$ cat config.mk
export PLATFORM = sky130hd
export DESIGN_NAME = pfce_conditioner
export DESIGN_NICKNAME = d
export VERILOG_FILES = /design/src/rtl/pfce_pkg.sv /design/src/rtl/pfce_sync.sv /design/src/rtl/pfce_fsm.sv /design/src/rtl/pfce_rst_timer.sv /design/src/rtl/pfce_decode.sv /design/src/rtl/pfce_conditioner.sv
export SDC_FILE = /design/constraint.sdc
export NUM_CORES = 1
export LEC_CHECK = 0
export ABC_AREA = 0
export BUFFER_PORTS_ARGS = -buffer_cell sky130_fd_sc_hd__buf_2
export CAP_MARGIN = 20
export CORE_ASPECT_RATIO = 1.5
export CORE_MARGIN = 3
export CORE_UTILIZATION = 45
export CTS_BUF_LIST = sky130_fd_sc_hd__clkbuf_4
export CTS_CLUSTER_DIAMETER = 120
export CTS_CLUSTER_SIZE = 10
export DETAILED_ROUTE_END_ITERATION = 12
export GPL_TIMING_DRIVEN = 0
export PLACE_DENSITY = 0.66
export SLEW_MARGIN = 20
export SYNTH_ARGS = -nofsm -noshare
export SYNTH_HDL_FRONTEND = slang
export SYNTH_SLANG_ARGS = --single-unit
$ cat constraint.sdc
create_clock -name clk_i -period 1.5 [get_ports clk_i]
set_input_delay 0.075 -clock clk_i [delete_from_list [all_inputs] [get_ports clk_i]]
set_output_delay 0.075 -clock clk_i [all_outputs]
set_load 0.03 [all_outputs]
$ cat src/rtl/pfce_pkg.sv
package pfce_pkg;

    typedef enum logic [1:0] {
        ST_RUN     = 2'd0,
        ST_DRAIN   = 2'd1,
        ST_HOLD    = 2'd2,
        ST_RECOVER = 2'd3
    } pfce_state_e;

    function automatic int unsigned pfce_max(input int unsigned a, input int unsigned b);
        return (a > b) ? a : b;
    endfunction

endpackage

$ cat src/rtl/pfce_sync.sv
module pfce_sync #(
    parameter int unsigned STAGES = 2
) (
    input  logic clk_i,
    input  logic rst_ni,
    input  logic async_i,
    output logic sync_o
);
    logic [STAGES-1:0] chain_d, chain_q;

    generate
        if (STAGES == 1) begin : g_single
            always_comb chain_d = async_i;
        end else begin : g_multi
            always_comb chain_d = {chain_q[STAGES-2:0], async_i};
        end
    endgenerate

    // reset to the failed value so the block starts protected
    always_ff @(posedge clk_i or negedge rst_ni) begin
        if (!rst_ni) chain_q <= '1;
        else         chain_q <= chain_d;
    end

    assign sync_o = chain_q[STAGES-1];
endmodule

$ cat src/rtl/pfce_fsm.sv
module pfce_fsm
    import pfce_pkg::*;
#(
    parameter int unsigned WPT_CYCLES    = 16,
    parameter int unsigned CE_REC_CYCLES = 100,
    parameter int unsigned CNT_W         = 8
) (
    input  logic              clk_i,
    input  logic              rst_ni,
    input  logic              fail_i,
    input  logic              ce_n_i,
    output pfce_state_e       state_o,
    output logic [CNT_W-1:0]  cnt_o,
    output logic              gate_o
);
    localparam logic [CNT_W-1:0] WPT_LAST = CNT_W'(WPT_CYCLES - 1);
    localparam logic [CNT_W-1:0] REC_LAST = CNT_W'(CE_REC_CYCLES - 1);

    typedef struct packed {
        pfce_state_e      st;
        logic [CNT_W-1:0] cnt;
    } fsm_regs_t;

    fsm_regs_t r_d, r_q;

    always_comb begin
        r_d = r_q;
        case (r_q.st)
            ST_RUN: begin
                if (fail_i) begin
                    r_d.cnt = '0;
                    r_d.st  = ce_n_i ? ST_HOLD : ST_DRAIN;
                end
            end
            ST_DRAIN: begin
                if (ce_n_i || (r_q.cnt == WPT_LAST)) begin
                    r_d.st  = ST_HOLD;
                    r_d.cnt = '0;
                end else begin
                    r_d.cnt = r_q.cnt + CNT_W'(1);
                end
            end
            ST_HOLD: begin
                if (!fail_i) begin
                    r_d.st  = ST_RECOVER;
                    r_d.cnt = '0;
                end
            end
            ST_RECOVER: begin
                if (fail_i) begin
                    r_d.st  = ST_HOLD;
                    r_d.cnt = '0;
                end else if (r_q.cnt == REC_LAST) begin
                    r_d.st  = ST_RUN;
                    r_d.cnt = '0;
                end else begin
                    r_d.cnt = r_q.cnt + CNT_W'(1);
                end
            end
            default: begin
                r_d.st  = ST_HOLD;
                r_d.cnt = '0;
            end
        endcase
    end

    always_ff @(posedge clk_i or negedge rst_ni) begin
        if (!rst_ni) begin
            r_q.st  <= ST_HOLD;
            r_q.cnt <= '0;
        end else begin
            r_q <= r_d;
        end
    end

    assign state_o = r_q.st;
    assign cnt_o   = r_q.cnt;
    assign gate_o  = (r_q.st == ST_RUN) || (r_q.st == ST_DRAIN);
endmodule

$ cat src/rtl/pfce_rst_timer.sv
module pfce_rst_timer #(
    parameter int unsigned RST_REC_CYCLES = 120
) (
    input  logic clk_i,
    input  logic rst_ni,
    input  logic fail_i,
    output logic sys_rst_n_o
);
    localparam int unsigned TW = $clog2(RST_REC_CYCLES + 1);
    localparam logic [TW-1:0] HOLD_LAST = TW'(RST_REC_CYCLES - 1);

    typedef struct packed {
        logic [TW-1:0] cnt;
        logic          done;
    } tmr_regs_t;

    tmr_regs_t t_d, t_q;

    always_comb begin
        t_d = t_q;
        if (fail_i) begin
            t_d.cnt  = '0;
            t_d.done = 1'b0;
        end else if (!t_q.done) begin
            if (t_q.cnt == HOLD_LAST) t_d.done = 1'b1;
            else                      t_d.cnt  = t_q.cnt + TW'(1);
        end
    end

    always_ff @(posedge clk_i or negedge rst_ni) begin
        if (!rst_ni) begin
            t_q.cnt  <= '0;
            t_q.done <= 1'b0;
        end else begin
            t_q <= t_d;
        end
    end

    assign sys_rst_n_o = t_q.done;
endmodule

$ cat src/rtl/pfce_decode.sv
module pfce_decode #(
    parameter int unsigned SEL_W   = 2,
    parameter int unsigned NUM_OUT = 1 << SEL_W
) (
    input  logic               gate_i,
    input  logic               ce_n_i,
    input  logic [SEL_W-1:0]   sel_i,
    output logic [NUM_OUT-1:0] ce_n_o
);
    logic active;
    assign active = gate_i & ~ce_n_i;

    generate
        for (genvar i = 0; i < NUM_OUT; i++) begin : g_out
            assign ce_n_o[i] = ~(active & (sel_i == SEL_W'(i)));
        end
    endgenerate
endmodule

$ cat src/rtl/pfce_conditioner.sv
module pfce_conditioner
    import pfce_pkg::*;
#(
    parameter int unsigned SEL_W          = 2,
    parameter int unsigned SYNC_STAGES    = 2,
    parameter int unsigned WPT_CYCLES     = 16,
    parameter int unsigned CE_REC_CYCLES  = 100,
    parameter int unsigned RST_REC_CYCLES = 120
) (
    input  logic                     clk_i,
    input  logic                     rst_ni,
    input  logic                     pwr_fail_i,
    input  logic                     ce_n_i,
    input  logic [SEL_W-1:0]         sel_i,
    output logic [(1<<SEL_W)-1:0]    ce_n_o,
    output logic                     sys_rst_n_o
);
    localparam int unsigned NUM_OUT = 1 << SEL_W;
    localparam int unsigned CNT_W   = $clog2(pfce_max(WPT_CYCLES, CE_REC_CYCLES) + 1);

    logic             fail_s;
    logic             gate;
    pfce_state_e      fsm_state;
    logic [CNT_W-1:0] fsm_cnt;

    pfce_sync #(.STAGES(SYNC_STAGES)) u_sync (
        .clk_i   (clk_i),
        .rst_ni  (rst_ni),
        .async_i (pwr_fail_i),
        .sync_o  (fail_s)
    );

    pfce_fsm #(
        .WPT_CYCLES    (WPT_CYCLES),
        .CE_REC_CYCLES (CE_REC_CYCLES),
        .CNT_W         (CNT_W)
    ) u_fsm (
        .clk_i   (clk_i),
        .rst_ni  (rst_ni),
        .fail_i  (fail_s),
        .ce_n_i  (ce_n_i),
        .state_o (fsm_state),
        .cnt_o   (fsm_cnt),
        .gate_o  (gate)
    );

    pfce_rst_timer #(.RST_REC_CYCLES(RST_REC_CYCLES)) u_rst (
        .clk_i       (clk_i),
        .rst_ni      (rst_ni),
        .fail_i      (fail_s),
        .sys_rst_n_o (sys_rst_n_o)
    );

    pfce_decode #(.SEL_W(SEL_W), .NUM_OUT(NUM_OUT)) u_dec (
        .gate_i (gate),
        .ce_n_i (ce_n_i),
        .sel_i  (sel_i),
        .ce_n_o (ce_n_o)
    );
endmodule

# ---- After elaboration in Yosys (flattened, before gate mapping)
# Cells that the tools add are included.
dict set report op_classes {
  bitwise 10
  reduce_logical 7
  n_addsub 2
  n_mux 13
  n_eq_ne 15
}
# operator n
set ops {}
lappend ops {{$pmux W9 S4} 1}
lappend ops {{$mux W9} 3}
lappend ops {{$mux W7} 3}
lappend ops {{$mux W8} 2}
lappend ops {{$add A7 B1 Y7 const B} 2}
lappend ops {{$eq A7 B7 Y1 const B} 2}
lappend ops {{$eq A2 B2 Y1 const B} 4}
lappend ops {{$ne A2 B2 Y1 const B} 4}
lappend ops {{$eq A7 B4 Y1 const B} 1}
lappend ops {{$mux W2} 3}
lappend ops {{$and A1 B1 Y1} 5}
lappend ops {{$not A1 Y1} 5}
lappend ops {{$eq A2 B1 Y1 const B} 2}
lappend ops {{$logic_not A2 Y1} 2}
lappend ops {{$reduce_and A2 Y1} 2}
lappend ops {{$reduce_and A4 Y1} 1}
lappend ops {{$ne A3 B2 Y1 const B} 1}
lappend ops {{$logic_or A1 B1 Y1} 2}
lappend ops {{$ne A2 B1 Y1 const B} 1}
lappend ops {{$mux W1} 1}
dict set report totals {
  output_inout_bits 5
  input_bits 6
  reg_bits 19
}

# ---- Depth between registers and ports, before layout
dict set report logic_depth {
  depth_word 5
  ltp_mapped 5
  ltp_nobuf 5
}

# ---- Hierarchy
# Synthesis repeated with hierarchy kept, for this count alone.
dict set report unflattened {
  cells_unflattened 107
  area_unflattened_um2 1057.3
}
# module cells_per_inst seq_area_each_um2 area_each_um2 instances
set modules_own_cells {}
lappend modules_own_cells {pfce_fsm 56 226.5 511.7 1}
lappend modules_own_cells {pfce_rst_timer 45 200.2 451.7 1}
lappend modules_own_cells {pfce_sync 2 52.6 52.6 1}
lappend modules_own_cells {pfce_decode 4 0.0 41.3 1}

# ---- Worst setup path after synthesis
# Ideal clock, no wire load.
dict set report synth_timing {
  path_kind {register -> register}
  start {register u_fsm.r_q, in the netlist u_fsm.state_o[1]}
  end {register u_fsm.r_q, in the netlist u_fsm.cnt_o[1]}
  path_stages_with_launch 6
  synth_period_minus_slack_ps 1429
  arrival_ps 1308
  slack_ps 71
  n_path_buf 2
  path_cell_list {dfstp_2 > buf_2 > or2_0 > clkbuf_1 > o22ai_1 > a32o_1}
}
dict set report synth_between {
  elab_chain_len 3
  elab_cells_between_ends 8
  cone_classes {5 x eq/ne; 1 x mux; 2 x reduce/logical}
}
# element line
set synth_lines {}
lappend synth_lines {{from (decl)} pfce_fsm.sv:24} ;# fsm_regs_t r_d, r_q;
lappend synth_lines {{from (signal assigned)} pfce_fsm.sv:72} ;# r_q <= r_d;
lappend synth_lines {{$eq A2 B2 Y1 or $logic_not A2 Y1 (tied branches)} pfce_fsm.sv:28} ;# case (r_q.st)
lappend synth_lines {{$ne A2 B2 Y1 (no line)} -}
lappend synth_lines {{$reduce_and A2 Y1 (no line)} -}
# Parallel ways exist; a longest one is shown, timed or not.
# A chain may end at the register's enable or synchronous reset.

# ---- Worst setup path after layout
dict set report layout_timing {
  start {register u_fsm.r_q, in the netlist u_fsm.state_o[1]}
  end {output ce_n_o[0]}
}
dict set report layout_between {
  elab_chain_len 5
  elab_cells_between_ends 6
  cone_classes {1 x eq/ne; 3 x bitwise; 2 x reduce/logical}
}
# element line
set layout_lines {}
lappend layout_lines {{$eq A2 B1 Y1 or $logic_not A2 Y1 (tied branches)} pfce_fsm.sv:78} ;# assign gate_o = (r_q.st == ST_RUN) || (r_q.st == ST_DRAIN);
lappend layout_lines {{$logic_or A1 B1 Y1 *} pfce_fsm.sv:78}
lappend layout_lines {{$and A1 B1 Y1 *} pfce_decode.sv:11} ;# assign active = gate_i & ~ce_n_i;
lappend layout_lines {{$and A1 B1 Y1 *} pfce_decode.sv:15} ;# assign ce_n_o[i] = ~(active & (sel_i == SEL_W'(i)));
lappend layout_lines {{$not A1 Y1 *} pfce_decode.sv:15}
lappend layout_lines {{to (decl)} pfce_conditioner.sv:15} ;# output logic [(1<<SEL_W)-1:0] ce_n_o,
# Every way passes the cells marked *; elsewhere a longest branch is shown, timed or not.

==> run metrics <==
run status completed; Worst Hold Margin 240.1 ps; Detailed Place HPWL 1459 um; count of buffers from port buffering 10; max layer used met4; crit path kind flop to primary output; top cells by count, synth sky130_fd_sc_hd__nor2_1, sky130_fd_sc_hd__dfrtp_1, sky130_fd_sc_hd__nand2_1, sky130_fd_sc_hd__xor2_1; maximum level of the CTS H-tree 1; type of element launching the critical path flop; Core ar. 2127 sq um; endpoint required time on the critical path 1420 ps; top cell type by total area after synthesis sky130_fd_sc_hd__dfrtp_1; pin count of the biggest net entering global routing 20; top achievable clock speed 669.8 MHz; cts bufs inserted 3; Die Height 65.01 um; Yosys warnings 0; most frequent cell after synthesis sky130_fd_sc_hd__nor2_1; Area after DPL 1122 sq um; Area Overhead vs Synth 28.02%; flop and latch count out of synthesis 19; post-synthesis instance area 1045 sq um; max-capacitance violation count 0; Std-Cell Rows 20; critical-path maximum fanout 6; die outline area 2948 sq um; initial cell density of the core 49.12%; CTS max path bufs 2; PnR worst setup slack 7.033 ps; setup repair after global routing missed its margin true; Tightest Pin Transition 476.4 ps; mean instance size in the synthesized netlist 9.764 sq um; insertion delay to the later sink of the worst-skew pair 290 ps; Tightest Hold Check Type input pin to asynchronous set/reset pin; net count after synthesis 115; main flop type after synthesis sky130_fd_sc_hd__dfrtp_1; Leakage Power 0.5638 nW; portion of the clock cycle consumed by the worst path in the final layout 99.53%; number of flops mapped to enable cells by yosys 0; final weighted congestion in routability-driven placement 0.8272; summed negative setup slack over all endpoints 0 ps; clk sinks 19; wire length per cell 14.75 um; total power 0.0009338 W; final-layout fill cell count 186; first-iteration detailed-routing DRC count 7; Critical Path End Type primary output; CTS tree yes; antenna-violating nets left 0; final net count 139; Post-synth ARST share 100.0%; Clk pin slew, worst setup/hold paths 100 ps; number of global-route vias before repair 869; final hold violation count 0; worst-case vdd ir drop 558.9 uV; routed vias 877; number of endpoints failing setup at the final stage 0; global-route wire length before repair 3643 um; remaining design rule violation count 0; Mapped Cells 107; Final Slew Violations 0; clk root buf sky130_fd_sc_hd__clkbuf_4; fraction of final layout cells with drive strength greater than 1 34.62%; area fraction of the dominant cell type after synthesis 38.32%; overall track demand over capacity in global routing 16.31%; Arrival @ worst endpoint 1420 ps; pre-CTS worst setup slack -77.78 ps; Final Skew 5.248 ps; count of unique library cells instantiated by Yosys 39; cell area power density 698.1 nW/um^2; headroom to the max-slew limit 67.94%; Top-Level Pins 11; Design Area, Final 1338 sq um; Detailed Routing Iterations Pass 1 4; crit path time final 1493 ps; met3 layer wire length in the routed design 57 um; Die Width 45.34 um; WL final 2242 um; gr ovfl total 0; sequential area share after synthesis 45.87%; routed length on met1 911 um; met2 wire length 1255 um; routed via count divided by cell count 5.770; most area-consuming cells after synthesis sky130_fd_sc_hd__dfrtp_1, sky130_fd_sc_hd__dfstp_2, sky130_fd_sc_hd__nor2_1; number of antenna violations at the first check in global routing 0; antenna fix cells 0
-- layer usage --
layer,track usage (%),vias up
li1,-,423
met5,0,-
met4,6.593,0
met1,18.17,438
met3,1.667,2
met2,29.79,14
-- repair_timing --
item                                    in CTS  in global routing
endpoints found under the hold margin       17                  0
gates cloned                                 0                  0
gates resized for setup                      7                 14
hold buffers                                 2                  0
buffers inserted                             3                  6
endpoints found under the setup margin      10                 11
pin swaps                                    0                  1
-- kinds of logic (layout without fill, tap and decap cells) --
family / after synthesis / after routing / share of synthesized area (%)
flops: 19 / 19 / 45.87
xor+xnor: 10 / 10 / 9.103
fa+ha+maj: 2 / 2 / 2.395
compound gates: 22 / 22 / 15.57
simple gates: 43 / 43 / 21.56
mux: 2 / 2 / 2.036
buf+inv: 9 / 32 / 3.474
-- sequential cells by signal, summed over array words and instances (netlist names) --
name	count
u_rst.sys_rst_n_o	1
u_rst.t_q	7
u_sync.chain_q	2
u_fsm.cnt_o	7
u_fsm.state_o	2
-- report_power, final --
group | switching, W | total (W) | internal [W]
clock | 0.000143 | 0.000265 | 0.000121
sequential | 0.0000179 | 0.000548 | 0.000530
combinational | 0.0000628 | 0.000121 | 0.0000585
-- stage by stage --
stage | utilization (%) | cells
2_1_floorplan | - | 107
3_3_place_gp | 52.76 | 139
3_5_place_dp | 52.76 | 139
4_1_cts | 57.00 | 146
5_1_grt | 62.88 | 152
6_report | 62.88 | 152
-- worst max-delay path, cell delays in order, from the launching register on --
cell and delay (ps):
sky130_fd_sc_hd__dfstp_2 400, sky130_fd_sc_hd__or2_4 260, sky130_fd_sc_hd__or3_1 320, sky130_fd_sc_hd__buf_6 150
-- cell type report --
| class | count | area [sq um] | area share, % |
|---|---|---|---|
| Clock buffer | 4 | 30.03 | 2.245 |
| Tap cell | 22 | 27.53 | 2.058 |
| Timing Repair Buffer | 21 | 143.9 | 10.76 |
| Multi-Input combinational cell | 79 | 626.9 | 46.87 |
| Sequential cell | 19 | 480.5 | 35.92 |
| Inverter | 5 | 18.77 | 1.403 |
| Buffer | 2 | 10.01 | 0.7484 |
-- placed cells by master (no fill, tap or decap), types with 3 or more instances in the layout --
master / count
sky130_fd_sc_hd__a21oi_1: 3
sky130_fd_sc_hd__buf_2: 10
sky130_fd_sc_hd__buf_4: 9
sky130_fd_sc_hd__clkbuf_4: 4
sky130_fd_sc_hd__dfrtp_1: 15
sky130_fd_sc_hd__dfstp_2: 3
sky130_fd_sc_hd__inv_1: 5
sky130_fd_sc_hd__nand2_1: 7
sky130_fd_sc_hd__nor2_1: 17
sky130_fd_sc_hd__o21ai_0: 5
sky130_fd_sc_hd__xor2_1: 7
-- path summary, 6_finish.rpt --
kind / from / to / slack (ps) / cells past startpoint
setup / recovery: u_fsm.state_o[1] / ce_n_o[0] / 7 / 3
hold / removal: rst_ni / u_fsm.state_o[0] / 240 / 2
setup reg to reg: u_fsm.cnt_o[0] / u_fsm.cnt_o[5] / 30 / 5
hold reg to reg: u_sync.chain_q[0] / u_sync.chain_q[1] / 360 / 0
max in group asynchronous: rst_ni / u_sync.chain_q[0] / 930 / 2
min in group clk_i: ce_n_i / u_fsm.state_o[0] / 250 / 4
Power figures use the tool's default switching activity.
